--- src/rtl/pfx_fuse_dec.sv ---
module pfx_fuse_dec (
  input  logic        clk,
  input  logic        rst_n,
  input  logic        flush,
  input  logic        in_valid,
  output logic        in_ready,
  input  logic [31:0] in_bits,
  input  logic        in_is32,
  output logic        out_valid,
  input  logic        out_ready,
  output logic [31:0] out_insn,
  output logic        out_is32,
  output logic [6:0]  out_rd,
  output logic [6:0]  out_rs1,
  output logic [6:0]  out_rs2,
  output logic [6:0]  out_rs3,
  output logic [2:0]  out_vl,
  output logic [6:0]  out_ew,
  output logic [2:0]  out_pred,
  output logic        out_fused,
  output logic        out_illegal
);

  logic        held;
  logic [10:0] pay;

  wire pshape = ~in_is32 & (in_bits[15:13] == 3'b100) & (in_bits[1:0] == 2'b00);
  wire is_pfx = in_valid & pshape;
  wire absorb = is_pfx & ~held;
  wire fuse   = held & ~pshape;

  assign in_ready    = ~flush & (absorb | out_ready);
  assign out_valid   = in_valid & ~flush & ~absorb;
  assign out_insn    = in_bits;
  assign out_is32    = in_is32;
  assign out_fused   = fuse;
  assign out_illegal = held & pshape;

  wire [1:0] dx  = fuse ? pay[10:9] : 2'b00;
  wire [1:0] sx  = fuse ? pay[8:7]  : 2'b00;
  wire [1:0] vlc = fuse ? pay[6:5]  : 2'b00;
  wire [1:0] ewc = fuse ? pay[4:3]  : 2'b11;

  assign out_vl   = {1'b0, vlc} + 3'd1;
  assign out_ew   = 7'd8 << ewc;
  assign out_pred = fuse ? pay[2:0] : 3'b000;

  always_comb begin
    if (in_is32) begin
      out_rd  = {dx, in_bits[11:7]};
      out_rs1 = {sx, in_bits[19:15]};
      out_rs2 = {sx, in_bits[24:20]};
      out_rs3 = {sx, in_bits[31:27]};
    end else if (in_bits[1:0] == 2'b00) begin
      out_rd  = {dx, 2'b01, in_bits[4:2]};
      out_rs1 = {sx, 2'b01, in_bits[9:7]};
      out_rs2 = {sx, 2'b01, in_bits[4:2]};
      out_rs3 = 7'd0;
    end else begin
      out_rd  = {dx, in_bits[11:7]};
      out_rs1 = {sx, in_bits[11:7]};
      out_rs2 = {sx, in_bits[6:2]};
      out_rs3 = 7'd0;
    end
  end

  always_ff @(posedge clk) begin
    if (!rst_n) begin
      held <= 1'b0;
      pay  <= '0;
    end else if (flush) begin
      held <= 1'b0;
    end else if (is_pfx && in_ready) begin
      held <= 1'b1;
      pay  <= in_bits[12:2];
    end else if (out_valid && out_ready) begin
      held <= 1'b0;
    end
  end

  AST_PFX_LATCH: assert property (@(posedge clk) disable iff (!rst_n)
    (is_pfx && !held && !flush) |=> held);
  AST_VL_RANGE: assert property (@(posedge clk) disable iff (!rst_n)
    out_valid |-> (out_vl >= 3'd1 && out_vl <= 3'd4));
  AST_EW_POW2: assert property (@(posedge clk) disable iff (!rst_n)
    out_valid |-> ($countones(out_ew) == 1 && out_ew >= 7'd8));
  AST_PLAIN_DEFAULTS: assert property (@(posedge clk) disable iff (!rst_n)
    (out_valid && !out_fused) |-> (out_vl == 3'd1 && out_ew == 7'd64 && out_pred == 3'd0));
  AST_HOLD_STALL: assert property (@(posedge clk) disable iff (!rst_n)
    (held && !flush && !(in_valid && in_ready)) |=> (held && $stable(pay)));
  AST_FLUSH_CLEAR: assert property (@(posedge clk) disable iff (!rst_n)
    flush |=> !held);
  AST_FUSE_XOR_ILL: assert property (@(posedge clk) disable iff (!rst_n)
    out_valid |-> !(out_fused && out_illegal));

endmodule

--- config.mk ---
export PLATFORM = sky130hd
export DESIGN_NAME = pfx_fuse_dec
export DESIGN_NICKNAME = d
export VERILOG_FILES = /design/src/rtl/pfx_fuse_dec.sv
export SDC_FILE = /design/constraint.sdc
export NUM_CORES = 1
export LEC_CHECK = 0
export CAP_MARGIN = 0
export CELL_PAD_IN_SITES_DETAIL_PLACEMENT = 0
export CELL_PAD_IN_SITES_GLOBAL_PLACEMENT = 1
export CORE_UTILIZATION = 19
export DETAILED_ROUTE_END_ITERATION = 6
export PLACE_DENSITY_LB_ADDON = 0.1
export SLEW_MARGIN = 20
export SYNTH_ARGS = -nofsm -noshare
export SYNTH_HDL_FRONTEND = slang
export SYNTH_SLANG_ARGS = --single-unit
--- constraint.sdc ---
create_clock -name clk -period 3.3 [get_ports clk]
set_input_delay 0.66 -clock clk [delete_from_list [all_inputs] [get_ports clk]]
set_output_delay 0.66 -clock clk [all_outputs]
set_load 0.005 [all_outputs]
==> results of run 1 <==
where the power goes:
| part | switching [mW] | internal (mW) |
|---|---|---|
| clock | 0.0506 | 0.0802 |
| combinational | 0.0577 | 0.122 |
| sequential | 0.000252 | 0.145 |
metrics by stage:
stage           util  power [mW]
2_1_floorplan      -       0.224
3_5_place_dp   0.356       0.330
4_1_cts        0.363       0.467
3_3_place_gp   0.356       0.332
5_1_grt        0.365       0.488
6_report       0.365       0.456
final cells by class:
cell class                 count  area [um^2]  area share
clock buffer                   3         41.3      0.0187
inverter                       3         11.3     0.00509
multi-input combinational     98          644       0.291
sequential                    12          240       0.109
tap                           75         93.8      0.0424
timing repair buffer         121         1180       0.534
cells by family after synthesis:
kind of cell	Yosys count	share of synthesized area
adders and majority gates	1	0.0103
buffers and inverters	48	0.284
other	1	0.00308
and+or+nand+nor	68	0.277
DFF	12	0.197
AOI/OAI and AO/OA	5	0.0493
muxes	21	0.179
repair_timing:
item                       in CTS  in global routing
gates resized for setup         1                  1
setup endpoints to repair       1                  1
pin swaps                       0                  2
setup buffers                   0                  1
gates cloned                    0                  0
flip-flops by register name, summed over array words and instances, names as in the netlist:
register	count
pay	11
held	1
cell usage after synthesis, types with 2 or more instances:
cell,instances
and3_1,2
nor2_1,4
clkbuf_1,4
mux2i_1,15
buf_4,38
nor3b_1,2
nand2_1,37
and3b_1,2
mux2_2,6
and2_1,16
dfxtp_1,12
buf_6,3
inv_1,3
cells in the final DEF, fill, tap and decap left out, drive strengths merged, types with 2 or more instances in the layout:
| cell | count |
|---|---|
| clkdlybuf4s50 | 107 |
| nand2 | 37 |
| and2 | 16 |
| mux2i | 15 |
| buf | 13 |
| dfxtp | 12 |
| mux2 | 6 |
| nor2 | 4 |
| inv | 3 |
| conb | 3 |
| clkbuf | 3 |
| and3 | 2 |
| and3b | 2 |
| nor3b | 2 |
final timing paths:
check / startpoint / to
worst min register to register: pay[2] / pay[2]
worst max register to register: held / pay[3]
worst min-delay path: pay[2] / pay[2]
worst max-delay path: in_is32 / in_ready
metal layers:
layer,part of all wire,up-vias,GRT usage,wire length (um)
li1,-,636,-,-
met1,0.41,562,0.125,1530
met2,0.49,71,0.202,1830
met3,0.098,2,0.0300,369
met4,0.0069,0,0.0368,26
met5,0,-,0,0
worst min-delay path: cells and delay by family (launching register included):
family / cells / cell delay (ns)
simple gates: 1 / 0.05
mux: 1 / 0.05
flops: 1 / 0.30
==> results by group, run 1 <==
Logic synthesis
  – Synthesized cell area: 1220 um^2
  – Ys Warns: 0
  – Area share of the largest cell type after synthesis: 0.234
  – Sequential area share after synthesis: 0.197
  – Cells after synthesis: 156
  – Number of distinct library cells after synthesis: 25
  – Flop and latch count out of synthesis: 12
  – Top FF cell, synth: dfxtp_1
  – Mapped Avg Cell Area: 7.80 um^2
  – Ys async rst share: 0
  – Post-synth EDFFs: 0
  – Synth area leader: buf_4
  – Synth top area cells: buf_4 (23%), dfxtp_1 (20%), mux2i_1 (12%), nand2_1 (11%), and2_1 (8.2%)

CTS
  – CTS Buf Count: 3
  – H-tree levels: 1
  – Root buf cell: clkbuf_8
  – Clock Tree Buf Depth: 2
  – Clk Latency, worst-skew pair: 0.23 ns
  – # hold bufs at CTS: 0
  – Clk sinks: 12
  – CTS tree: done
  – Worst-path clk slew: 0.05 ns

Timing
  – Headroom to the max-slew limit: 0.463
  – Final hold violations: 0
  – Final Critical Period: 3.18 ns
  – Sum Neg Setup Slack: 0 ns
  – RSZ-0062 raised after global routing: false
  – FMAX: 315 MHz
  – Worst Skew: 0.00111 ns
  – Worst hold slack: 0.450 ns
  – Pins Over Slew Limit: 0
  – Setup Viol. Count Final: 0
  – Setup ws final: 0.123 ns
  – Final Cycle Share: 0.963
  – Slew @ Worst Pin: 0.802 ns

Finish
  – Fillers: 647
  – Layout Nets: 278
  – Final Instance Area: 2210 um^2
  – Area delta synth->final: 81.7%
  – Layout cells sized above 1: 0.105
  – Final std cells w/o fill: 312
  – ANT cells: 0

Setup path
  – Instance count on the critical path: 6
  – Worst setup EP type: output port
  – WP data required: 2.64 ns
  – Crit-path leading delay family: buffers and inverters
  – Most frequent CP cell: clkdlybuf4s50_1
  – Cell Chain, Critical Path: clkdlybuf4s50_1 > buf_4 > or3_4 > o31ai_1 > and2_1 > clkdlybuf4s50_1
  – CP peak stage delay: 0.50 ns
  – Cells on worst reg2reg path: 3
  – CP Buf/Inv Count: 3
  – Setup crit start kind: input pin
  – Worst-path maximum fanout: 3
  – Setup CP Type: in -> out
  – Slowest cell on crit path: clkdlybuf4s50_1
  – Critical path arrival: 2.52 ns
  – Worst R2R Setup Slack: 2.03 ns

Min path
  – Worst hold path class: reg -> reg
  – Hold path cells: 2

Placed design
  – GPL Wtd Cong: 0.677
  – Pre-CTS WS: -0.0270 ns
  – Placed wire-length estimate: 3050 um
  – Placed Instances: 308
  – IO buf count: 108
  – Area after DPL: 2160 um^2

Floorplan
  – Rows: 28
  – Initial Utilization: 0.201
  – Core area: 6060 um^2
  – Die width: 82.0 um
  – Die height: 82.0 um
  – Io pins: 116
  – Die area: 6730 um^2

Power
  – Leakage power: 0.887 nW
  – Worst VDD drop: 104 uV
  – Pwr Density: 206 nW/um^2

GRT
  – Initial antenna violation count: 0
  – First-pass GRT wire length: 5690 um
  – Vias in the first global route: 1168
  – Largest net degree at the start of global routing: 24
  – GR Overflow Total: 0
  – All-layer global routing usage: 0.112

Drt
  – Drt via density: 4.07
  – Vias: 1271
  – Drt first pass iters: 4
  – Routed WL: 3760 um
  – DRC Markers: 0
  – Average wire per standard cell: 12.1 um
  – First DRT Iteration DRCs: 18
  – Remaining antenna violation count after routing: 0

Run
  – Max-cap violations: 0

Status
  – Outcome: complete, no violations
No activity file was read; power rests on OpenSTA's default activity.
==> run 2: changes to the inputs <==
Settings changed: SLEW_MARGIN 20 to 10.
==> results of run 2 <==
No change in the layout: final DEF, timing and power equal those of run 1.
==> run 3: changes to the inputs <==
Settings changed: CELL_PAD_IN_SITES_DETAIL_PLACEMENT 0 to unset, CELL_PAD_IN_SITES_GLOBAL_PLACEMENT 1 to unset, CORE_UTILIZATION 19 to 30, PLACE_DENSITY set to 0.8, PLACE_DENSITY_LB_ADDON 0.1 to unset, SETUP_SLACK_MARGIN set to 0.15.
==> results by group, run 3 (same netlist as run 1, synthesis figures left out) <==
Status
  – Outcome: complete, no violations

Power
  – Pwr Density: 219 nW/um^2 (+6.3%)
  – Worst VDD drop: 202 uV (+93%)
  – Leakage power: 0.901 nW (+1.6%)
  – Total Power: 0.479 mW (+5.1%)

Floorplan
  – Die area: 4320 um^2 (-36%)
  – Die height: 65.7 um (-20%)
  – Rows: 22 (-21%)
  – Die width: 65.7 um (-20%)
  – Io pins: 116 (unchanged)
  – Initial Utilization: 0.323 (+0.122)
  – Core area: 3770 um^2 (-38%)

Timing
  – Pins Over Slew Limit: 0 (unchanged)
  – Final Critical Period: 3.07 ns (-0.111 ns)
  – Slew @ Worst Pin: 0.782 ns (-0.0208 ns)
  – Worst hold slack: 0.455 ns (+0.00473 ns)
  – Final hold violations: 0 (unchanged)
  – Sum Neg Setup Slack: 0 ns (unchanged)
  – Final Cycle Share: 0.929 (-0.0335)
  – FMAX: 326 MHz (+3.6%)
  – Setup Viol. Count Final: 0 (unchanged)
  – RSZ-0062 raised after global routing: true
  – Worst Skew: 0.00210 ns (+0.000995 ns)
  – Headroom to the max-slew limit: 0.477 (+0.0139)

GRT
  – GRT Max-Usage Layer: met2
  – Grt met3 use: 0.0590 (+0.0290)
  – Vias in the first global route: 1202 (+2.9%)
  – All-layer global routing usage: 0.174 (+0.0617)
  – Initial antenna violation count: 0 (unchanged)
  – First-pass GRT wire length: 5740 um (+0.84%)
  – Largest net degree at the start of global routing: 24 (unchanged)
  – Met2 usage in global routing: 0.320 (+0.118)
  – GR Overflow Total: 0 (unchanged)
  – Routing usage on met1: 0.190 (+0.0645)

Finish
  – Top Registers: pay (11), held (1)
  – ANT cells: 0 (unchanged)
  – Layout Nets: 273 (-1.8%)
  – Layout cells sized above 1: 0.0987 (-0.00677)
  – Final Instance Area: 2190 um^2 (-1.1%)
  – Largest register by flop count: pay
  – Fillers: 354 (-45%)
  – Most frequent cells in the layout: clkdlybuf4s50_1 (102), nand2_1 (37), and2_1 (16)
  – Max reg flops: 11 (unchanged)
  – Commonest non-fill, non-tap cell in the layout: clkdlybuf4s50_1
  – Area delta synth->final: 79.7%

Setup path
  – Setup crit start kind: input pin
  – Setup CP Type: in -> out
  – Crit-path leading delay family: buffers and inverters
  – CP peak stage delay: 0.50 ns (about the same)
  – WP data required: 2.64 ns (about the same)
  – Worst R2R Setup Slack: 2.05 ns (+0.02 ns)
  – Slowest cell on crit path: clkdlybuf4s50_1
  – Worst-path maximum fanout: 4 (+1)
  – Worst setup EP type: output port
  – Cell Chain, Critical Path: clkdlybuf4s50_1 > nor3_4 > a31oi_4 > and2_1 > ha_1 > clkdlybuf4s50_1
  – Most frequent CP cell: clkdlybuf4s50_1
  – Critical path arrival: 2.41 ns (-0.11 ns)
  – CP Buf/Inv Count: 2 (-1)
  – Reg2reg start: held
  – Worst setup path startpoint: in_is32

Run
  – Max-cap violations: 0 (unchanged)

Placed design
  – Area after DPL: 2090 um^2 (-3.0%)
  – Placed wire-length estimate: 2850 um (-6.5%)
  – GPL Wtd Cong: 0.763 (+13%)
  – IO buf count: 108 (unchanged)

Drt
  – Average wire per standard cell: 12.7 um (+5.1%)
  – First DRT Iteration DRCs: 28 (+10)
  – DRC Markers: 0 (unchanged)
  – Drt first pass iters: 4 (unchanged)
  – Drt via density: 4.49 (+10%)
  – Routed WL: 3560 um (-5.3%)
  – Vias: 1261 (-0.79%)
  – Remaining antenna violation count after routing: 0 (unchanged)

CTS
  – CTS tree: done
  – # hold bufs at CTS: 0 (unchanged)
  – Worst-path clk slew: 0.05 ns (about the same)
  – Clock Tree Buf Depth: 2 (unchanged)
  – H-tree levels: 1 (unchanged)
  – Clk sinks: 12 (unchanged)
  – Root buf cell: clkbuf_8
  – Clk Latency, worst-skew pair: 0.24 ns (about the same)
  – Setup Fix Bufs, Post-CTS: 0 (unchanged)
  – CTS Buf Count: 3 (unchanged)

Min path
  – Min-delay src: pay[9]
  – Worst hold path class: reg -> reg
-- run 3: layer usage --
layer | wire (um) | part of all wire | up-vias
met4 | 20 | 0.0056 | 0
met2 | 1810 | 0.51 | 75
met3 | 336 | 0.094 | 4
li1 | - | - | 619
met1 | 1390 | 0.39 | 563
met5 | 0 | 0 | -
-- run 3: repair_timing --
action	4_1_cts	5_1_grt
hold endpoints to repair	0	0
resized for setup	2	9
pin swaps	1	4
setup endpoints to repair	2	15
-- run 3: layout make-up --
class,count,area [um^2],area share
clock buffers,4,55.1,0.0252
inverters,3,11.3,0.00515
multi-input cells,98,668,0.305
flip-flops and latches,12,240,0.110
well taps,48,60.1,0.0275
repair buffers,116,1150,0.527
-- run 3: through the flow --
step                worst slack [ns]   util  std cells
detailed placement            0.0913  0.555        277
CTS                            0.149  0.570        281
global route                   0.128  0.580        281
floorplan                      0.487      -        158
finish                         0.234  0.580        281
global placement               0.150  0.555        277
-- run 3: where the power goes --
part | switching, mW | internal (mW)
combinational | 0.0590 | 0.118
sequential | 0.000243 | 0.145
clock | 0.0515 | 0.105
-- run 3: worst register-to-register path, stage by stage, from the launching register on --
cell       delay [ns]
dfxtp_1          0.38
a2111oi_4        0.30
buf_4            0.28
mux2i_1          0.22
-- run 3: worst paths after layout --
check,end,cells after the start
worst max-delay path,out_vl[1],6
worst min-delay path,pay[9],2
worst max register to register,pay[2],3
worst min register to register,pay[9],2
